===== src/rtl/irqc_pkg.sv =====
package irqc_pkg;

  typedef struct packed {
    logic wrEnable;
    logic wrClear;
    logic wrPolarity;
  } irqStrobe_t;

  typedef enum logic [2:0] {
    RD_NONE,
    RD_ENABLE,
    RD_STATUS,
    RD_TYPE,
    RD_POLARITY
  } rdSel_e;

endpackage


===== src/rtl/irqc_sync.sv =====
module irqc_sync #(
  parameter int WIDTH  = 8,
  parameter int STAGES = 2
) (
  input  logic             clk,
  input  logic             rstN,
  input  logic [WIDTH-1:0] din,
  output logic [WIDTH-1:0] dout
);

  logic [STAGES-1:0][WIDTH-1:0] chainQ;

  always_ff @(posedge clk or negedge rstN) begin
    if (!rstN) chainQ <= '0;
    else       chainQ <= {chainQ[STAGES-2:0], din};
  end

  assign dout = chainQ[STAGES-1];

endmodule


===== src/rtl/irqc_ctrl.sv =====
module irqc_ctrl
  import irqc_pkg::*;
#(
  parameter int                ADDR_W       = 8,
  parameter logic [ADDR_W-1:0] OFF_ENABLE   = 8'h60,
  parameter logic [ADDR_W-1:0] OFF_STATUS   = 8'h64,
  parameter logic [ADDR_W-1:0] OFF_TYPE     = 8'h68,
  parameter logic [ADDR_W-1:0] OFF_POLARITY = 8'h6C
) (
  input  logic              wrEn,
  input  logic [ADDR_W-1:0] addr,
  output irqStrobe_t        strobe,
  output rdSel_e            rdSel
);

  always_comb begin
    strobe = '0;
    rdSel  = RD_NONE;
    case (addr)
      OFF_ENABLE: begin
        rdSel           = RD_ENABLE;
        strobe.wrEnable = wrEn;
      end
      OFF_STATUS: begin
        rdSel          = RD_STATUS;
        strobe.wrClear = wrEn;
      end
      OFF_TYPE: begin
        rdSel = RD_TYPE;
      end
      OFF_POLARITY: begin
        rdSel             = RD_POLARITY;
        strobe.wrPolarity = wrEn;
      end
      default: rdSel = RD_NONE;
    endcase
  end

endmodule


===== src/rtl/irqc_datapath.sv =====
module irqc_datapath
  import irqc_pkg::*;
#(
  parameter int                 NUM_SRC    = 8,
  parameter int                 DATA_W     = 32,
  parameter int                 SYNC_DEPTH = 2,
  parameter logic [NUM_SRC-1:0] LEVEL_MASK = 8'hC0
) (
  input  logic               clk,
  input  logic               rstN,
  input  logic [NUM_SRC-1:0] srcIn,
  input  irqStrobe_t         strobe,
  input  rdSel_e             rdSel,
  input  logic [DATA_W-1:0]  wrData,
  output logic [DATA_W-1:0]  rdData,
  output logic               irqOut,
  output logic [NUM_SRC-1:0] srcCur,
  output logic [NUM_SRC-1:0] srcLast,
  output logic [NUM_SRC-1:0] enableQ,
  output logic [NUM_SRC-1:0] polarityQ,
  output logic [NUM_SRC-1:0] latchQ
);

  localparam logic [NUM_SRC-1:0] EDGE_MASK = ~LEVEL_MASK;

  logic [NUM_SRC-1:0] wrBits;
  logic [NUM_SRC-1:0] hit;
  logic [NUM_SRC-1:0] viewBits;
  logic [NUM_SRC-1:0] clrMask;
  logic [NUM_SRC-1:0] latchNext;

  assign wrBits = wrData[NUM_SRC-1:0];

  if (DATA_W > NUM_SRC) begin : g_pad
    logic unusedHi;
    assign unusedHi = ^wrData[DATA_W-1:NUM_SRC];
  end

  irqc_sync #(
    .WIDTH  (NUM_SRC),
    .STAGES (SYNC_DEPTH)
  ) u_sync (
    .clk  (clk),
    .rstN (rstN),
    .din  (srcIn),
    .dout (srcCur)
  );

  always_ff @(posedge clk or negedge rstN) begin
    if (!rstN) srcLast <= '0;
    else       srcLast <= srcCur;
  end

  for (genvar i = 0; i < NUM_SRC; i++) begin : g_src
    if (LEVEL_MASK[i]) begin : g_level
      assign hit[i]      = srcCur[i];
      assign viewBits[i] = latchQ[i] | srcCur[i];
    end else begin : g_edge
      assign hit[i]      = polarityQ[i] ? (srcLast[i] & ~srcCur[i])
                                        : (srcCur[i] & ~srcLast[i]);
      assign viewBits[i] = latchQ[i];
    end
  end

  assign clrMask   = strobe.wrClear ? wrBits : '0;
  assign latchNext = ((latchQ & ~clrMask) | hit) & enableQ;

  always_ff @(posedge clk or negedge rstN) begin
    if (!rstN) begin
      enableQ   <= '0;
      polarityQ <= '0;
      latchQ    <= '0;
      irqOut    <= 1'b0;
    end else begin
      if (strobe.wrEnable)   enableQ   <= wrBits;
      if (strobe.wrPolarity) polarityQ <= wrBits & EDGE_MASK;
      latchQ <= latchNext;
      irqOut <= |(latchQ & enableQ);
    end
  end

  always_comb begin
    rdData = '0;
    case (rdSel)
      RD_ENABLE:   rdData[NUM_SRC-1:0] = enableQ;
      RD_STATUS:   rdData[NUM_SRC-1:0] = viewBits;
      RD_TYPE:     rdData[NUM_SRC-1:0] = LEVEL_MASK;
      RD_POLARITY: rdData[NUM_SRC-1:0] = polarityQ;
      default:     rdData = '0;
    endcase
  end

endmodule


===== src/rtl/irqc_top.sv =====
module irqc_top
  import irqc_pkg::*;
#(
  parameter int                 NUM_SRC      = 8,
  parameter int                 DATA_W       = 32,
  parameter int                 ADDR_W       = 8,
  parameter int                 SYNC_DEPTH   = 2,
  parameter logic [NUM_SRC-1:0] LEVEL_MASK   = 8'hC0,
  parameter logic [ADDR_W-1:0]  OFF_ENABLE   = 8'h60,
  parameter logic [ADDR_W-1:0]  OFF_STATUS   = 8'h64,
  parameter logic [ADDR_W-1:0]  OFF_TYPE     = 8'h68,
  parameter logic [ADDR_W-1:0]  OFF_POLARITY = 8'h6C
) (
  input  logic               clk,
  input  logic               rstN,
  input  logic [NUM_SRC-1:0] srcIn,
  input  logic               wrEn,
  input  logic [ADDR_W-1:0]  addr,
  input  logic [DATA_W-1:0]  wrData,
  output logic [DATA_W-1:0]  rdData,
  output logic               irqOut
);

  irqStrobe_t         strobe;
  rdSel_e             rdSel;
  logic [NUM_SRC-1:0] srcCur;
  logic [NUM_SRC-1:0] srcLast;
  logic [NUM_SRC-1:0] enableQ;
  logic [NUM_SRC-1:0] polarityQ;
  logic [NUM_SRC-1:0] latchQ;

  irqc_ctrl #(
    .ADDR_W       (ADDR_W),
    .OFF_ENABLE   (OFF_ENABLE),
    .OFF_STATUS   (OFF_STATUS),
    .OFF_TYPE     (OFF_TYPE),
    .OFF_POLARITY (OFF_POLARITY)
  ) u_ctrl (
    .wrEn   (wrEn),
    .addr   (addr),
    .strobe (strobe),
    .rdSel  (rdSel)
  );

  irqc_datapath #(
    .NUM_SRC    (NUM_SRC),
    .DATA_W     (DATA_W),
    .SYNC_DEPTH (SYNC_DEPTH),
    .LEVEL_MASK (LEVEL_MASK)
  ) u_dp (
    .clk       (clk),
    .rstN      (rstN),
    .srcIn     (srcIn),
    .strobe    (strobe),
    .rdSel     (rdSel),
    .wrData    (wrData),
    .rdData    (rdData),
    .irqOut    (irqOut),
    .srcCur    (srcCur),
    .srcLast   (srcLast),
    .enableQ   (enableQ),
    .polarityQ (polarityQ),
    .latchQ    (latchQ)
  );

endmodule


===== config.mk =====
export PLATFORM = sky130hd
export DESIGN_NAME = irqc_top
export DESIGN_NICKNAME = d
export VERILOG_FILES = /design/src/rtl/irqc_pkg.sv /design/src/rtl/irqc_sync.sv /design/src/rtl/irqc_ctrl.sv /design/src/rtl/irqc_datapath.sv /design/src/rtl/irqc_top.sv
export SDC_FILE = /design/constraint.sdc
export NUM_CORES = 1
export LEC_CHECK = 0
export ABC_AREA = 1
export BUFFER_PORTS_ARGS = -buffer_cell sky130_fd_sc_hd__buf_2
export CAP_MARGIN = 25
export CORE_MARGIN = 1.5
export CORE_UTILIZATION = 45
export CTS_BUF_LIST = sky130_fd_sc_hd__clkbuf_4
export CTS_CLUSTER_SIZE = 40
export DETAILED_ROUTE_END_ITERATION = 10
export GPL_TIMING_DRIVEN = 0
export PLACE_DENSITY = 0.75
export SKIP_CTS_REPAIR_TIMING = 1
export SYNTH_ARGS = -nofsm -noshare
export SYNTH_HDL_FRONTEND = slang
export SYNTH_SLANG_ARGS = --single-unit

===== constraint.sdc =====
create_clock -name clk -period 1 [get_ports clk]
set_input_delay 0 -clock clk [delete_from_list [all_inputs] [get_ports clk]]
set_output_delay 0 -clock clk [all_outputs]
set_load 0.005 [all_outputs]

==> results.sh, run 1 <==
export IMPL_status="complete, but fails checks"
export IMPL_violations="negative setup slack"
export IMPL_cts_buffer_depth=2
export IMPL_rsz0062_at_grt="yes"
export IMPL_antenna_found_initial=0
export IMPL_netlist_area_leader_share_pct=51.6
export IMPL_crit_required_ns=1.00
export IMPL_clkTransAtPathRegs_ns=0.13
export IMPL_htree_levels=2
export IMPL_ys_top_cells_by_area="dfrtp_1 52%, nand2_1 12%, buf_4 8.3%"
export IMPL_core_area_sq_um=4690
export IMPL_yosysMostFrequentCell="nand2_1"
export IMPL_critPathKind="flip-flop to output port"
export IMPL_setup_slack_ns=-0.166
export IMPL_design_portCount=84
export IMPL_path_cells="o21ai_1 > nand3_1 > buf_2"
export IMPL_dp_final_hpwl_um=3020
export IMPL_clock_skew_ns=0.0173
export IMPL_grt_pass1_vias=1583
export IMPL_clock_latency_ns=0.37
export IMPL_max_stage_delay_ns=0.42
export IMPL_grt_start_max_net_pins=46
export IMPL_detail_route_vias_per_cell=4.49
export IMPL_maxCapViolCount=0
export IMPL_synth_common_cells="71 x nand2_1, 45 x dfrtp_1, 29 x nand3_1"
export IMPL_period_needed_ns=1.17
export IMPL_wl_um=4420
export IMPL_fmax_ghz=0.858
export IMPL_gp_congestion=0.782
export IMPL_wl_per_cell_um=11.2
export IMPL_die_w_um=72.6
export IMPL_power_internal_mw=2.65
export IMPL_rr_worst_depth=4
export IMPL_antenna_left=0
export IMPL_first_pass_iters=4
export IMPL_ys_ff_latch=45
export IMPL_ys_seq_area_share_pct=51.6
export IMPL_hold_path_class="input port to flip-flop"
export IMPL_fin_crit_sh_pct=117
export IMPL_vias=1769
export IMPL_portBuffers=34
export IMPL_synth_edf_count=0
export IMPL_final_max_slew_violation_count=0
export IMPL_hold_viol_final=0
export IMPL_synth_flop_cell="dfrtp_1"
export IMPL_initial_core_util_pct=46.5
export IMPL_yosysTopAreaCell="dfrtp_1"
export IMPL_p_seq_share_pct=56.2
export IMPL_drtIter0Drc=76
export IMPL_ir_drop_mv=1.09
export IMPL_p_switching_uw=813
export IMPL_tritoncts="done"
export IMPL_pwr_share_comb_pct=11.5
export IMPL_startpoint_type="flip-flop"
export IMPL_power_density_nw_per_um2=1210
export IMPL_cp_arrival_ns=1.17
export IMPL_crit_slowest_cell="dfrtp_1"
export IMPL_syn_cell_area_sq_um=2180
export IMPL_syn_instance_count=250
export IMPL_rrSetupSlack_ns=-0.01
export IMPL_p_leak_nw=1.59
export IMPL_area_delta_synth_final_pct=30.9
export IMPL_pwr_share_clk_pct=32.3
export IMPL_p_total_mw=3.47
export IMPL_synth_cell_types=22
export IMPL_worstReg2RegEnd="u_dp.irqOut"
export IMPL_finish_utilization_pct=60.9
export IMPL_cts_root_buf="clkbuf_4"
export IMPL_fillers=427
export IMPL_fp_dieArea_sq_um=5270
export IMPL_cts_sinks=45
export IMPL_drive_above_1_share_pct=31.2
export IMPL_dp_slack_ns=-0.0648
export IMPL_cp_max_fo=3
export IMPL_antennaDiodeCount=0
export IMPL_hp_start="wrEn"
export IMPL_avgSynthCellArea_sq_um=8.72
export IMPL_grt_overflow=0
export IMPL_worst_hold_path_endpoint="u_dp.latchQ[0]"
export IMPL_die_h_um=72.6
export IMPL_rows=25
export IMPL_end_kind="output port"
export IMPL_yosys_warnings=0
export IMPL_track_usage_pct=17.3
export IMPL_power_share_switching_pct=23.5
export IMPL_hold_depth=4
export IMPL_grt_pass1_wl_um=6890
export IMPL_numCtsBuffers=5
export IMPL_setup_viol=9
export IMPL_drcViolationCount=0
export IMPL_regToRegStartpoint="u_dp.latchQ[7]"
export IMPL_postSynth_asyncResetShare_pct=100
export IMPL_final_nets=390
## flip-flops by register name, indices dropped and copies added (netlist names)
signal / cells
u_dp.u_sync.dout: 8
u_dp.irqOut: 1
u_dp.srcLast: 6
u_dp.polarityQ: 6
u_dp.enableQ: 8
u_dp.latchQ: 8
u_dp.u_sync.chainQ: 8
## per-layer routing
layer  up-vias  part of all wire, %  routed length [um]  track usage, %
li1        909                    -                   -               -
met1       798                   43                1890            21.1
met2        56                   50                2190            29.6
met3         6                  5.8                 258            3.87
met4         0                  1.7                  77            7.55
met5         -                    0                   0               0
## worst max-delay path: cells and delay by family, from the launching register on
family / cells / cell delay [ns]
DFF: 1 / 0.42
AOI/OAI and AO/OA: 1 / 0.14
buffers and inverters: 1 / 0.14
and+or+nand+nor: 1 / 0.09
## worst max-delay path by stage
stage                    startpoint  slack (ns)           endpoint
finish               u_dp.latchQ[6]       -0.17          rdData[6]
detailed placement          addr[7]       -0.06  u_dp.polarityQ[4]
floorplan           u_dp.enableQ[0]        0.06        u_dp.irqOut
global route         u_dp.latchQ[6]       -0.22          rdData[6]
CTS                  u_dp.latchQ[6]       -0.16          rdData[6]
global placement            addr[4]       -0.04  u_dp.polarityQ[3]
## kinds of logic after synthesis
group | after synthesis | synth area share [%]
other cells | 1 | 0.172
simple gates | 129 | 27.9
buf+inv | 57 | 15.1
compound gates | 18 | 5.16
flops | 45 | 51.6
## area by class of cell
type | instances | area [sq um] | area share (%)
Buffer | 29 | 224 | 7.84
Clock buffer | 6 | 45.0 | 1.58
Clock inverter | 2 | 33.8 | 1.18
Inverter | 28 | 105 | 3.68
Multi-Input combinational cell | 171 | 835 | 29.2
Sequential cell | 45 | 1130 | 39.4
Tap cell | 54 | 67.6 | 2.37
Timing Repair Buffer | 59 | 419 | 14.7
## cells in the final DEF (no fill, tap or decap), types with 2 or more instances in the layout
| cell | netlist | final |
|---|---|---|
| inv_2 | 2 | 2 |
| o21ai_1 | 2 | 7 |
| nand4_1 | 3 | 3 |
| nand3_1 | 29 | 29 |
| dlygate4sd3_1 | 0 | 18 |
| nor2_1 | 5 | 5 |
| nand3_2 | 4 | 4 |
| nand2_2 | 3 | 9 |
| conb_1 | 1 | 24 |
| buf_4 | 24 | 29 |
| buf_6 | 3 | 4 |
| o21ai_0 | 8 | 3 |
| nand2_1 | 71 | 65 |
| a21oi_1 | 2 | 2 |
| inv_1 | 26 | 26 |
| dfrtp_1 | 45 | 45 |
| nor2_2 | 3 | 3 |
| clkbuf_4 | 0 | 6 |
| buf_2 | 2 | 36 |
| nor2_4 | 3 | 3 |
| o21ai_2 | 6 | 6 |
| or2_1 | 6 | 6 |
## through the flow
| step | setup TNS (ns) | cells | hold slack (ns) | instance area (sq um) |
|---|---|---|---|---|
| detailed placement | -0.751 | 361 | 0.110 | 2500 |
| finish | -0.806 | 394 | 0.00430 | 2860 |
| CTS | -0.902 | 369 | -0.284 | 2580 |
| global route | -1.35 | 394 | 0.0115 | 2860 |
| floorplan | 0 | 273 | -0.296 | 2270 |
| global placement | -0.465 | 361 | 0.108 | 2500 |
## power groups by stage
| stage | Clock [mW] | Combinational [mW] | Sequential [mW] |
|---|---|---|---|
| after floorplan | 0 | 0.197 | 1.97 |
| after global placement | 0 | 0.309 | 1.98 |
| after detailed placement | 0 | 0.317 | 1.98 |
| after CTS | 1.15 | 0.318 | 1.95 |
| after global routing | 1.22 | 0.448 | 1.96 |
| final | 1.12 | 0.400 | 1.95 |
Note: power is estimated with default switching activity, not from simulation.
==> run 2: changes to the inputs <==
CORE_UTILIZATION = 50   (was 45)
PLACE_DENSITY = 0.79   (was 0.75)
clock period = 1.25 ns   (was 1 ns; I/O delays follow)
==> results.sh, run 2 (synthesis results as in run 1) <==
export IMPL_track_usage_pct=18.9
export IMPL_first_pass_iters=4
export IMPL_antennaDiodeCount=0
export IMPL_power_share_switching_pct=23.3
export IMPL_clock_latency_ns=0.35
export IMPL_gp_congestion=0.814
export IMPL_cts_buffer_depth=2
export IMPL_final_max_slew_violation_count=0
export IMPL_crit_required_ns=1.25
export IMPL_final_common_cell="nand2_1"
export IMPL_cp_arrival_ns=1.15
export IMPL_drtIter0Drc=82
export IMPL_setup_viol=0
export IMPL_rsz0062_at_grt="no"
export IMPL_rrSetupSlack_ns=0.19
export IMPL_clock_skew_ns=0.0132
export IMPL_numCtsBuffers=5
export IMPL_startpoint_type="flip-flop"
export IMPL_use_met3_pct=5.85
export IMPL_initial_core_util_pct=53.4
export IMPL_drive_above_1_share_pct=27.9
export IMPL_p_leak_nw=1.54
export IMPL_cts_root_buf="clkbuf_4"
export IMPL_use_met2_pct=28.8
export IMPL_hold_viol_final=0
export IMPL_maxCapViolCount=0
export IMPL_final_nets=383
export IMPL_power_internal_mw=2.09
export IMPL_rows=23
export IMPL_detail_route_vias_per_cell=4.65
export IMPL_setup_tns_ns=0
export IMPL_pwr_share_comb_pct=11.1
export IMPL_grt_overflow=0
export IMPL_setup_worst_path_start="u_dp.latchQ[6]"
export IMPL_critPathKind="flip-flop to output port"
export IMPL_power_density_nw_per_um2=982
export IMPL_design_portCount=84
export IMPL_grt_start_max_net_pins=46
export IMPL_antenna_found_initial=0
export IMPL_hp_start="wrEn"
export IMPL_status="completed"
export IMPL_end_kind="output port"
export IMPL_regToRegStartpoint="u_dp.enableQ[1]"
export IMPL_dp_final_hpwl_um=2970
export IMPL_dp_slack_ns=0.177
export IMPL_fp_dieArea_sq_um=4770
export IMPL_p_switching_uw=634
export IMPL_fmax_ghz=0.873
export IMPL_fin_crit_sh_pct=91.6
export IMPL_drcViolationCount=0
export IMPL_grt_pass1_wl_um=7220
export IMPL_setup_slack_ns=0.105
export IMPL_pwr_share_clk_pct=31.6
export IMPL_htree_levels=2
export IMPL_area_delta_synth_final_pct=27.0
export IMPL_period_needed_ns=1.15
export IMPL_portBuffers=34
export IMPL_grt_use_met1_pct=25.4
export IMPL_p_seq_share_pct=57.3
export IMPL_clkTransAtPathRegs_ns=0.13
export IMPL_final_cell_mix="71 x nand2_1, 45 x dfrtp_1, 36 x buf_2, 29 x nand3_1, 26 x inv_1"
export IMPL_cts_sinks=45
export IMPL_hold_path_class="input port to flip-flop"
export IMPL_ir_drop_mv=0.843
export IMPL_tritoncts="done"
export IMPL_die_w_um=69.0
export IMPL_antenna_left=0
export IMPL_cp_max_fo=3
export IMPL_grt_busiest_layer="met2"
export IMPL_core_area_sq_um=4090
export IMPL_hold_depth=4
export IMPL_wl_per_cell_um=11.3
export IMPL_grt_pass1_vias=1568
export IMPL_rr_worst_depth=3
export IMPL_wl_um=4340
export IMPL_vias=1780
export IMPL_p_total_mw=2.72
export IMPL_die_h_um=69.0
run 2: cell types whose count changed in the layout (fill, tap and decap cells not counted), moves of 5 or more:
| cell | before | now |
|---|---|---|
| nand2_2 | 9 | 3 |
| o21ai_0 | 3 | 8 |
| buf_4 | 29 | 24 |
| nand2_1 | 65 | 71 |
| o21ai_1 | 7 | 2 |
run 2: layout make-up:
| class | count | area, sq um |
|---|---|---|
| clock inverter | 3 | 41.3 |
| fill | 353 | 1320 |
| multi-input combinational | 171 | 812 |
| timing repair buffer | 52 | 360 |
| buffer | 29 | 224 |
| sequential | 45 | 1130 |
| clock buffer | 5 | 37.5 |
| tap | 50 | 62.6 |
| inverter | 28 | 105 |
run 2: critical path, cell delays in order, from the launching register on:
cell	delay, ns
dfrtp_1	0.41
o21ai_1	0.14
nand3_1	0.10
buf_2	0.14
run 2: power by group through the flow:
stage | Sequential, mW | Clock [mW] | Combinational (mW)
detailed placement | 1.59 | 0 | 0.252
finish | 1.56 | 0.859 | 0.302
floorplan | 1.58 | 0 | 0.157
global route | 1.57 | 0.950 | 0.341
CTS | 1.56 | 0.890 | 0.253
global placement | 1.58 | 0 | 0.246
run 2: final timing paths:
| check | to |
|---|---|
| max | rdData[6] |
| min reg2reg | u_dp.u_sync.dout[2] |
| max in group asynchronous | u_dp.srcLast[2] |
| min in group asynchronous | u_dp.u_sync.chainQ[5] |
| min | u_dp.latchQ[3] |
| max reg2reg | u_dp.irqOut |
run 2: routing by layer:
layer / vias up / wire length [um]
met5: - / 0
met4: 0 / 93
met3: 11 / 272
met2: 64 / 2090
met1: 808 / 1890
li1: 897 / -
run 2: stage by stage:
step / utilization [%] / hold slack [ns] / instances / area [sq um]
final: 67.8 / 0.0325 / 383 / 2770
after global placement: 61.2 / 0.107 / 357 / 2500
after floorplan: - / -0.296 / 273 / 2270
after CTS: 63.1 / -0.275 / 365 / 2580
after global routing: 67.8 / 0.0170 / 383 / 2770
after detailed placement: 61.2 / 0.109 / 357 / 2500
==> run 3: changes to the inputs <==
BUFFER_PORTS_ARGS = not set   (was -buffer_cell sky130_fd_sc_hd__buf_2)
CORE_ASPECT_RATIO = 0.9   (was not set)
CORE_UTILIZATION = 63   (was 50)
DONT_BUFFER_PORTS = 1   (was not set)
PLACE_DENSITY = 0.77   (was 0.79)
==> results.sh, run 3 (synthesis results as in run 1) <==
export IMPL_status="completed"
export IMPL_grt_overflow=0
export IMPL_use_met2_pct=32.8
export IMPL_end_kind="flip-flop"
export IMPL_antennaDiodeCount=0
export IMPL_power_density_nw_per_um2=951
export IMPL_cts_sinks=45
export IMPL_final_nets=350
export IMPL_core_area_sq_um=3350
export IMPL_grt_use_met1_pct=28.9
export IMPL_final_max_slew_violation_count=0
export IMPL_final_cell_mix="71 x nand2_1, 45 x dfrtp_1, 29 x nand3_1, 26 x inv_1"
export IMPL_rows=20
export IMPL_design_portCount=84
export IMPL_use_met3_pct=6.50
export IMPL_clkTransAtPathRegs_ns=0.12
export IMPL_rr_worst_depth=3
export IMPL_track_usage_pct=21.7
export IMPL_first_pass_iters=4
export IMPL_detail_route_vias_per_cell=4.73
export IMPL_vias=1622
export IMPL_antenna_left=0
export IMPL_drtIter0Drc=101
export IMPL_drive_above_1_share_pct=19.4
export IMPL_cp_arrival_ns=1.29
export IMPL_tritoncts="done"
export IMPL_clock_latency_ns=0.35
export IMPL_maxCapViolCount=0
export IMPL_fin_crit_sh_pct=83.8
export IMPL_hold_viol_final=0
export IMPL_grt_pass1_vias=1367
export IMPL_whs_ns=0.00789
export IMPL_antenna_found_initial=0
export IMPL_fillers=252
export IMPL_drcViolationCount=0
export IMPL_grt_busiest_layer="met2"
export IMPL_gp_congestion=0.800
export IMPL_wl_um=3900
export IMPL_critPathKind="flip-flop to flip-flop"
export IMPL_setup_viol=0
export IMPL_numCtsBuffers=5
export IMPL_hold_depth=5
export IMPL_period_needed_ns=1.05
export IMPL_dp_final_hpwl_um=2730
export IMPL_cts_root_buf="clkbuf_4"
export IMPL_fmax_ghz=0.955
export IMPL_htree_levels=2
export IMPL_hold_path_class="input port to flip-flop"
export IMPL_grt_start_max_net_pins=46
export IMPL_final_common_cell="nand2_1"
export IMPL_crit_required_ns=1.49
export IMPL_startpoint_type="flip-flop"
export IMPL_initial_core_util_pct=65.0
export IMPL_p_leak_nw=1.39
export IMPL_ir_drop_mv=0.810
export IMPL_cp_max_fo=4
export IMPL_grt_pass1_wl_um=6120
export IMPL_die_w_um=65.0
export IMPL_area_delta_synth_final_pct=18.2
export IMPL_cts_buffer_depth=2
export IMPL_clock_skew_ns=0.00400
export IMPL_setup_tns_ns=0
export IMPL_die_h_um=58.8
export IMPL_wl_per_cell_um=11.4
export IMPL_rsz0062_at_grt="no"
export IMPL_portBuffers=0
export IMPL_fp_dieArea_sq_um=3820
run 3: worst paths after layout:
kind / start / to / slack, ns
max: u_dp.enableQ[0] / u_dp.irqOut / 0.20
min: addr[2] / u_dp.latchQ[6] / 0.008
max reg2reg: u_dp.enableQ[0] / u_dp.irqOut / 0.20
min reg2reg: u_dp.u_sync.chainQ[3] / u_dp.u_sync.dout[3] / 0.36
max in group asynchronous: rstN / u_dp.u_sync.dout[3] / 0.91
min in group asynchronous: rstN / u_dp.latchQ[5] / 0.14
run 3: cell type report:
| cell class | count | area (sq um) | area share (%) |
|---|---|---|---|
| Multi-Input combinational cell | 171 | 812 | 31.5 |
| Sequential cell | 45 | 1130 | 43.7 |
| Timing Repair Buffer | 19 | 208 | 8.05 |
| Clock inverter | 1 | 3.75 | 0.146 |
| Inverter | 28 | 105 | 4.08 |
| Clock buffer | 6 | 45.0 | 1.75 |
| Tap cell | 44 | 55.1 | 2.13 |
| Buffer | 29 | 224 | 8.69 |
run 3: metal layers:
| metal | up-vias | part of all wire (%) |
|---|---|---|
| met3 | 8 | 6.4 |
| li1 | 830 | - |
| met5 | - | 0 |
| met1 | 721 | 45 |
| met4 | 0 | 1.5 |
| met2 | 63 | 47 |
run 3: power breakdown:
group / total, mW / internal [mW] / switching, mW
registers: 1.56 / 1.52 / 0.0386
clock network: 0.635 / 0.226 / 0.409
logic: 0.262 / 0.130 / 0.132
run 3: critical path, stage by stage (launching register included):
cell     delay [ns]
dfrtp_1        0.43
nand2_1        0.11
nand4_1        0.10
or2_2          0.30
run 3: per-stage QoR:
step           cell area, sq um  setup WS, ns  std cells  total power [mW]  util, %
3_5_place_dp               2320         0.234        317              1.76     69.3
6_report                   2580         0.202        343              2.45     76.9
5_1_grt                    2580         0.147        343              2.58     76.9
3_3_place_gp               2320         0.230        317              1.75     69.3
2_1_floorplan              2270         0.308        273              1.73        -
4_1_cts                    2370         0.215        324              2.39     70.7
